[config.mk]
export PLATFORM = sky130hd
export DESIGN_NAME = gpio_irq_detect
export DESIGN_NICKNAME = d
export VERILOG_FILES = /design/src/rtl/gpio_irq_pkg.sv /design/src/rtl/gpio_irq_sync.sv /design/src/rtl/gpio_irq_pin.sv /design/src/rtl/gpio_irq_regs.sv /design/src/rtl/gpio_irq_detect.sv
export SDC_FILE = /design/constraint.sdc
export NUM_CORES = 1
export LEC_CHECK = 0
export ABC_AREA = 0
export CAP_MARGIN = 30
export CORE_MARGIN = 1
export CORE_UTILIZATION = 50
export CTS_BUF_LIST = sky130_fd_sc_hd__clkbuf_8
export DETAILED_ROUTE_END_ITERATION = 16
export DONT_BUFFER_PORTS = 1
export PLACE_DENSITY = 0.68
export SYNTH_ARGS = -nofsm -noshare
export SYNTH_HDL_FRONTEND = slang
export SYNTH_SLANG_ARGS = --single-unit
[constraint.sdc]
create_clock -name clk -period 1.8 [get_ports clk]
set_clock_uncertainty 0.1 [all_clocks]
set_input_delay 0.36 -clock clk [delete_from_list [all_inputs] [get_ports clk]]
set_output_delay 0.36 -clock clk [all_outputs]
set_load 0.02 [all_outputs]
[src/rtl/gpio_irq_pkg.sv]
package gpio_irq_pkg;
    localparam int REG_AW = 3;

    localparam logic [REG_AW-1:0] ADDR_SENSE  = 3'd0;
    localparam logic [REG_AW-1:0] ADDR_ANY    = 3'd1;
    localparam logic [REG_AW-1:0] ADDR_POL    = 3'd2;
    localparam logic [REG_AW-1:0] ADDR_ENABLE = 3'd3;
    localparam logic [REG_AW-1:0] ADDR_RAW    = 3'd4;
    localparam logic [REG_AW-1:0] ADDR_MASKED = 3'd5;
    localparam logic [REG_AW-1:0] ADDR_CLEAR  = 3'd6;
    localparam logic [REG_AW-1:0] ADDR_LEVEL  = 3'd7;

    typedef enum logic {
        PIN_IDLE    = 1'b0,
        PIN_PENDING = 1'b1
    } pin_state_e;
endpackage

[src/rtl/gpio_irq_sync.sv]
module gpio_irq_sync #(
    parameter int NPINS = 8
) (
    input  logic             clk,
    input  logic             rst_n,
    input  logic [NPINS-1:0] pin_async,
    output logic [NPINS-1:0] pin_cur,
    output logic [NPINS-1:0] pin_prev
);
    logic [NPINS-1:0] stage1;

    always_ff @(posedge clk or negedge rst_n) begin
        if (!rst_n) begin
            stage1   <= '0;
            pin_cur  <= '0;
            pin_prev <= '0;
        end else begin
            stage1   <= pin_async;
            pin_cur  <= stage1;
            pin_prev <= pin_cur;
        end
    end

    // the synchronized level only moves to what the first stage held
    assert_sync_delay_R9: assert property (@(posedge clk) disable iff (!rst_n)
        (pin_cur != $past(pin_cur)) |-> (pin_cur == $past(stage1)));
endmodule

[src/rtl/gpio_irq_pin.sv]
module gpio_irq_pin
    import gpio_irq_pkg::*;
(
    input  logic clk,
    input  logic rst_n,
    input  logic level_sens,
    input  logic any_edge,
    input  logic polarity,
    input  logic cur,
    input  logic prev,
    input  logic clr,
    output logic raw
);
    pin_state_e state_q, state_d;
    logic rise, fall, edge_hit, level_match;

    always_comb begin
        rise        = cur & ~prev;
        fall        = ~cur & prev;
        edge_hit    = any_edge ? (rise | fall) : (polarity ? rise : fall);
        level_match = (cur == polarity);
    end

    always_comb begin
        state_d = state_q;
        if (level_sens) begin
            state_d = PIN_IDLE;
        end else begin
            unique case (state_q)
                PIN_IDLE:    if (edge_hit) state_d = PIN_PENDING;
                PIN_PENDING: if (clr && !edge_hit) state_d = PIN_IDLE;
                default:     state_d = PIN_IDLE;
            endcase
        end
    end

    always_ff @(posedge clk or negedge rst_n) begin
        if (!rst_n) state_q <= PIN_IDLE;
        else        state_q <= state_d;
    end

    always_comb begin
        raw = level_sens ? level_match : (state_q == PIN_PENDING);
    end

    // a detected edge always leaves the latch pending, clear or not
    assert_edge_sets_flag_R8: assert property (@(posedge clk) disable iff (!rst_n)
        (!level_sens && edge_hit) |=> (state_q == PIN_PENDING));
    // a pending flag without a clear stays pending
    assert_flag_sticky_R7: assert property (@(posedge clk) disable iff (!rst_n)
        (!level_sens && state_q == PIN_PENDING && !clr) |=> (state_q == PIN_PENDING));
    // a clear with no coinciding edge drops the flag
    assert_clear_drops_R7: assert property (@(posedge clk) disable iff (!rst_n)
        (!level_sens && clr && !edge_hit) |=> (state_q == PIN_IDLE));
    // the latch is parked while the pin is level-sensitive
    assert_level_idle_R2: assert property (@(posedge clk) disable iff (!rst_n)
        level_sens |=> (state_q == PIN_IDLE));
endmodule

[src/rtl/gpio_irq_regs.sv]
module gpio_irq_regs
    import gpio_irq_pkg::*;
#(
    parameter int NPINS = 8
) (
    input  logic              clk,
    input  logic              rst_n,
    input  logic              bus_wr,
    input  logic [REG_AW-1:0] bus_addr,
    input  logic [NPINS-1:0]  bus_wdata,
    input  logic [NPINS-1:0]  raw,
    input  logic [NPINS-1:0]  masked,
    input  logic [NPINS-1:0]  level,
    output logic [NPINS-1:0]  sense,
    output logic [NPINS-1:0]  any_edge,
    output logic [NPINS-1:0]  polarity,
    output logic [NPINS-1:0]  enable,
    output logic [NPINS-1:0]  clr,
    output logic [NPINS-1:0]  bus_rdata
);
    always_ff @(posedge clk or negedge rst_n) begin
        if (!rst_n) begin
            sense    <= '0;
            any_edge <= '0;
            polarity <= '0;
            enable   <= '0;
        end else if (bus_wr) begin
            unique case (bus_addr)
                ADDR_SENSE:  sense    <= bus_wdata;
                ADDR_ANY:    any_edge <= bus_wdata;
                ADDR_POL:    polarity <= bus_wdata;
                ADDR_ENABLE: enable   <= bus_wdata;
                default:     ;
            endcase
        end
    end

    always_comb begin
        clr = (bus_wr && bus_addr == ADDR_CLEAR) ? bus_wdata : '0;
    end

    always_comb begin
        unique case (bus_addr)
            ADDR_SENSE:  bus_rdata = sense;
            ADDR_ANY:    bus_rdata = any_edge;
            ADDR_POL:    bus_rdata = polarity;
            ADDR_ENABLE: bus_rdata = enable;
            ADDR_RAW:    bus_rdata = raw;
            ADDR_MASKED: bus_rdata = masked;
            ADDR_CLEAR:  bus_rdata = '0;
            ADDR_LEVEL:  bus_rdata = level;
            default:     bus_rdata = '0;
        endcase
    end
endmodule

[src/rtl/gpio_irq_detect.sv]
module gpio_irq_detect
    import gpio_irq_pkg::*;
#(
    parameter int NPINS = 8
) (
    input  logic              clk,
    input  logic              rst_n,
    input  logic [NPINS-1:0]  pin_async,
    input  logic              bus_wr,
    input  logic [REG_AW-1:0] bus_addr,
    input  logic [NPINS-1:0]  bus_wdata,
    output logic [NPINS-1:0]  bus_rdata,
    output logic              irq
);
    logic [NPINS-1:0] pin_cur, pin_prev;
    logic [NPINS-1:0] sense, any_edge, polarity, enable, clr;
    logic [NPINS-1:0] raw, masked;

    gpio_irq_sync #(.NPINS(NPINS)) u_sync (
        .clk(clk), .rst_n(rst_n), .pin_async(pin_async),
        .pin_cur(pin_cur), .pin_prev(pin_prev)
    );

    gpio_irq_regs #(.NPINS(NPINS)) u_regs (
        .clk(clk), .rst_n(rst_n), .bus_wr(bus_wr), .bus_addr(bus_addr),
        .bus_wdata(bus_wdata), .raw(raw), .masked(masked), .level(pin_cur),
        .sense(sense), .any_edge(any_edge), .polarity(polarity),
        .enable(enable), .clr(clr), .bus_rdata(bus_rdata)
    );

    for (genvar i = 0; i < NPINS; i++) begin : g_pin
        gpio_irq_pin u_pin (
            .clk(clk), .rst_n(rst_n),
            .level_sens(sense[i]), .any_edge(any_edge[i]), .polarity(polarity[i]),
            .cur(pin_cur[i]), .prev(pin_prev[i]), .clr(clr[i]), .raw(raw[i])
        );
    end

    always_comb begin
        masked = raw & enable;
        irq    = |masked;
    end

    // the masked status read back over the bus matches raw AND enable
    assert_masked_read_R6: assert property (@(posedge clk) disable iff (!rst_n)
        (bus_addr == ADDR_MASKED) |-> (bus_rdata == (raw & enable)));
    // with every pin disabled the interrupt line stays low
    assert_irq_needs_enable_R6: assert property (@(posedge clk) disable iff (!rst_n)
        (enable == '0) |-> !irq);
endmodule

==> Word level (Yosys, flattened, before mapping) <==
Index checks and enable logic that the tools add are counted.
{ "op_classes": {"n_reduce_logical": 23, "n_mux": 58, "n_eq_ne": 15, "bitwise": 49} }
{ "op_table": {"columns": ["op", "n"], "rows": [
  ["case mux 8 bit (8 select lines)", 1],
  ["2-to-1 mux 1 bit", 48],
  ["NOT 1 bit", 24],
  ["AND 1 bit", 16],
  ["case mux 1 bit (2 select lines)", 8],
  ["== test 3 bit (second input constant)", 4],
  ["logical AND 1 bit", 9],
  ["AND 8 bit", 1],
  ["== test 1 bit", 8],
  ["logical NOT 1 bit", 8],
  ["2-to-1 mux 8 bit", 1],
  ["bitwise OR 1 bit", 8],
  ["AND reduction 2 bit", 4],
  ["OR reduction 8 bit", 1],
  ["== test 3 x 2 -> 1 bit (second input constant)", 2],
  ["== test 3 x 1 -> 1 bit (second input constant)", 1],
  ["logical NOT 3 bit", 1]
]} }
{ "totals": {"reg_bits": 64, "output_inout_bits": 9, "in_bits": 22, "elab_cells": 160} }

==> Logic depth before layout (Yosys ltp) <==
{ "logic_depth": {"depth_word": 9, "ltp_mapped": 7, "ltp_nobuf": 5} }

==> By module <==
From an unflattened synthesis, not the netlist that was laid out.
{ "hier_totals": {"cells_unflattened": 290, "hier_area_um2": 3430.8} }
{ "modules_own_cells": {"columns": ["mod", "area_per_inst_um2", "seq_area_each_um2", "n_inst", "cells_each"], "rows": [
  ["gpio_irq_regs", 1825.5, 800.8, 1, 159],
  ["gpio_irq_pin", 116.4, 25.0, 8, 12],
  ["gpio_irq_sync", 600.6, 600.6, 1, 24],
  ["gpio_irq_detect", 73.8, 0.0, 1, 11]
]} }

==> Least setup slack after synthesis <==
No wires, ideal clock.
{ "synth_path": {"path_type": "input port to output port", "startpoint": "input port bus_addr[0]", "endpoint": "output port bus_rdata[2]", "path_buffers": 1, "arrival_time_ns": 1.474, "t_required_ns": 1.340, "setup_slack_ns": -0.134, "cell_stages": 5, "path_cell_list": "buf_2 > or2_2 > o21ai_0 > o31ai_1 > a21oi_1"} }
{ "synth_between": {"elab_chain_len": 2, "elab_cells_between_ends": 9, "cone_classes": "eq/ne: 7; mux: 1; reduce/logical: 1"} }
{ "synth_lines": {"columns": ["element", "line_no", "text"], "rows": [
  ["start, declared", "gpio_irq_detect.sv:10", "input logic [REG_AW-1:0] bus_addr,"],
  ["== test 3 bit, or another cell as far along", "gpio_irq_regs.sv:43", "unique case (bus_addr)"],
  ["case mux 8 bit (8 select lines) (*)", "gpio_irq_regs.sv:43", null],
  ["end, declared", "gpio_irq_detect.sv:12", "output logic [NPINS-1:0] bus_rdata,"]
]} }
Mark *: on every way between the ends. The rest lies on a longest branch, timed or not.

==> Final worst setup path <==
{ "layout_path": {"startpoint": "register u_sync.pin_cur[2]", "endpoint": "output port irq"} }
{ "layout_between": {"elab_chain_len": 4} }
{ "layout_lines": {"columns": ["element", "line_no", "text"], "rows": [
  ["start, declared", "gpio_irq_sync.sv:7", "output logic [NPINS-1:0] pin_cur,"],
  ["start signal, assigned", "gpio_irq_sync.sv:19", "pin_cur <= stage1;"],
  ["== test 1 bit", "gpio_irq_pin.sv:21", "level_match = (cur == polarity);"],
  ["2-to-1 mux 1 bit", "gpio_irq_pin.sv:43", "raw = level_sens ? level_match : (state_q == PIN_PENDING);"],
  ["AND 8 bit", "gpio_irq_detect.sv:40", "masked = raw & enable;"],
  ["OR reduction 8 bit", "gpio_irq_detect.sv:41", "irq = |masked;"],
  ["end, declared", "gpio_irq_detect.sv:13", "output logic irq"]
]} }
Every way passes these cells.

==> metrics.md <==
| Metric | Value |
|---|---|
| Status | `finished with violations` |
| Failing checks | `DRC, hold timing, setup timing` |
| Distinct cells, synth | `between 40 and 50` |
| Row count | `29` |
| H-tree lvl count | `3` |
| Ys flop type | `dfrtp_1` |
| Post-DR vias/cell | `between 5 and 6` |
| Post-synth EDFFs | `0` |
| Flop pwr share | `44.4%` |
| Hold WC Path Type | `input port to asynchronous set/reset pin` |
| CTS clk-pin slew, worst paths | `approximately 0.07 ns` |
| Final Hold Vio Count | `between 60 and 70` |
| Drt total wl | `roughly 8.1 mm` |
| Worst r2r src | `u_sync.pin_cur[4]` |
| Reg2Reg Depth | `6` |
| Switching Share | `30.73%` |
| CP delay by family, top | `simple AND/OR/NAND/NOR gates` |
| CTS tree | `done` |
| Root buffer cell | `clkbuf_8` |
| Fillers | `~500` |
| Clock network power share | `around 28%` |
| Cell area after synthesis | `0.003367 mm²` |
| Crit path DAT | `roughly 1.7 ns` |
| CP max FO | `2` |
| Critical path type | `register to primary output` |
| Seq/Total Area, Yosys | `between 40% and 50%` |
| R2R setup slack | `approximately 0.24 ns` |
| Met2 Use GR | `41.43%` |
| Slew HR | `66.88%` |
| Most common cell in the synthesized netlist | `dfrtp_1` |
| Worst-margin pin slew | `~0.50 ns` |
| GRT met3 Usage | `approximately 6.5%` |
| Layout Nets | `410` |
| Cell-internal power | `3.007 mW` |
| Hold WS | `-0.3966 ns` |
| Clock tree buffer depth | `2` |
| Switching power | `1.334 mW` |
| CP cell instances | `xor2_1 -> o32ai_1 -> or4_4` |
| Final Util | `about two thirds` |
| Final number of max-transition violations | `0` |
| Clk sink count | `64` |
| Req. time, crit path | `approximately 1.3 ns` |
| Slowest-stage cell, CP | `or4_4` |
| Final GP Congestion | `roughly 0.85` |
| Largest stage delay on the critical path | `approximately 0.60 ns` |
| Port Buffers | `0` |
| Met1 Resource Use GR | `30.12%` |
| Synthesized instance count | `between 300 and 400` |
| Buf+Inv Stages, Crit Path | `0` |
| Largest net degree at the start of global routing | `65` |
| Starting Density | `between 50% and 60%` |
| GR Util All Layers | `between 20% and 30%` |
| Startpoint Class | `register` |
| Worst vdd ir | `approximately 680 µV` |
| Fmax | `around 460 MHz` |
| Comb pwr share | `~28%` |
| Vias in the first global route | `roughly 2700` |
| Synth top cells by count | `64 x dfrtp_1, 32 x inv_1, 32 x mux2_2, 32 x nand2_1` |
| Drt wl/cell | `between 15 and 20 µm` |
| Unrepaired setup endpoints after global routing | `true` |
| Area grow syn2layout | `24.86%` |
| Reg2reg end | `g_pin[4].u_pin.state_q` |
| Top cell type's share of synthesized area | `about 48%` |
| Hold_buf cts | `8` |
| Setup crit end kind | `primary output` |
| Max_cap viols | `0` |
| Global-route wire length before repair | `between 10 and 15 mm` |
| Area post-placement | `between 0.003 and 0.004 mm²` |
| Endpoints failing setup | `9` |
| Fraction of layout cells with a size suffix above 1 | `about 34%` |
| # DRC | `6` |
| Pleak | `approximately 2.0 nW` |
| Ys async rst share | `100.0%` |
| DIE AREA | `roughly 0.0071 mm²` |
| Die W | `around 84 µm` |
| Die height | `approximately 84 µm` |
| Flops & latches, synth | `64` |
| Ys Warns | `0` |
| Gr ovfl total | `0` |
| Final instance area | `approximately 0.0042 mm²` |
| Leading post-synthesis cells by cell area | `dfrtp_1 48%, mux2_2 11%, ha_1 5.9%` |
| Period utilization | `119.8%` |
| Total CTS buffers | `9` |
| GRT Max-Usage Layer | `met2` |
| Routed vias | `around 2600` |
| Crit path time final | `about 2.2 ns` |
| Power Density | `~1000 mW/mm²` |
| Drt pass-1 iters | `11` |
| Synthesized area per cell | `10.59 µm²` |
| Core Area | `roughly 0.0064 mm²` |
| Ant diodes | `0` |
| Final WS setup | `-0.3559 ns` |
| Yosys top cell by area | `dfrtp_1` |
| I/O Pins | `31` |
| Syn Nets | `roughly 360` |
| Drt first-iter violations | `162` |
| Post-route ant nets | `0` |
| Initial antenna violation count | `0` |
| Worst-skew pair later-pin latency | `0.35 ns` |
| WP depth | `3` |
| Post-DP HPWL | `~5.5 mm` |
[power groups by stage]
stage	clock network [mW]	registers [mW]	logic, mW
after detailed placement	0	1.92	1.09
after global routing	1.27	1.96	1.33
after CTS	1.22	1.91	1.16
after global placement	0	1.91	1.05
after floorplan	0	1.90	0.709
final	1.19	1.93	1.22
[flip-flops by register name, indices dropped and copies added (netlist names)]
register and count:
u_regs.sense 8, u_regs.polarity 8, u_sync.pin_prev 8, u_regs.any_edge 8
u_sync.pin_cur 8, u_regs.enable 8, g_pin.u_pin.state_q 8, u_sync.stage1 8
[how the worst max path moves through the flow]
| stage | slack, ns | end | start |
|---|---|---|---|
| after floorplan | -0.04 | bus_rdata[2] | bus_addr[0] |
| after global placement | -0.06 | irq | u_sync.pin_cur[2] |
| after detailed placement | -0.07 | irq | u_sync.pin_cur[2] |
| after CTS | -0.36 | irq | u_regs.polarity[2] |
| after global routing | -0.40 | irq | u_sync.pin_cur[7] |
| final | -0.36 | irq | u_sync.pin_cur[2] |
[layout make-up]
class	count	area [µm²]	share of cell area (%)
Clock buffer	10	137.6	3.274
Inverter	32	120.1	2.857
Clock inverter	5	48.80	1.161
Timing Repair Buffer	56	462.9	11.01
Tap cell	77	96.34	2.292
Multi-Input combinational cell	209	1737	41.31
Sequential cell	64	1602	38.10
[routing by layer]
metal	part of all wire [%]	routed length, µm
met1	43	3502
met2	50	4091
met3	4.4	354
met4	2.0	162
met5	0	0
[through the flow]
step	setup TNS [ns]	setup slack, ns	cells	power (mW)
final	-2.098	-0.3559	453	4.341
after detailed placement	-0.1258	-0.06904	428	3.010
after global routing	-2.679	-0.3994	453	4.550
after floorplan	-0.04356	-0.04356	318	2.605
after CTS	-2.109	-0.3575	452	4.284
after global placement	-0.06304	-0.05656	428	2.964
[repair_timing]
action                                  4_1_cts  5_1_grt
gates resized for setup                      13       23
pin swaps                                    13       17
cloned                                        0        0
endpoints found under the hold margin        72       64
buffers inserted                              1        2
endpoints found under the setup margin        9        9
[cells in the final DEF, fill, tap and decap left out, types with 2 or more instances in the layout]
master,instances
nor3b_2,2
mux2_4,2
clkbuf_8,10
nand3_1,6
a21o_1,2
clkinv_2,3
a21oi_1,12
a21oi_2,5
o31ai_2,3
a211oi_1,2
a211o_1,2
xor2_2,2
nand2b_1,2
xor2_1,2
xnor2_2,3
a32oi_1,2
mux2i_1,10
nor2b_4,3
ha_1,16
a221oi_2,5
buf_6,6
dfrtp_1,64
nor3_1,2
dlygate4sd3_1,8
buf_4,42
mux2_2,32
nor2b_1,4
and3b_1,2
nand3b_1,4
nand2_1,32
nand4_1,5
inv_1,33
o32ai_1,2
nor3_2,2
o21ai_2,3
a31oi_1,2
nor2_1,10
o21ai_0,14
[kinds of logic (layout without fill, tap and decap cells)]
| group | count (synthesis) | after routing | synth area share [%] |
|---|---|---|---|
| simple gates | 81 | 81 | 12.56 |
| flops | 64 | 64 | 47.57 |
| compound gates | 60 | 60 | 11.15 |
| buf+inv | 45 | 103 | 6.132 |
| mux | 44 | 44 | 14.57 |
| fa+ha+maj | 16 | 16 | 5.946 |
| xor+xnor | 8 | 8 | 2.081 |
No activity file was read; power rests on OpenSTA's default activity.
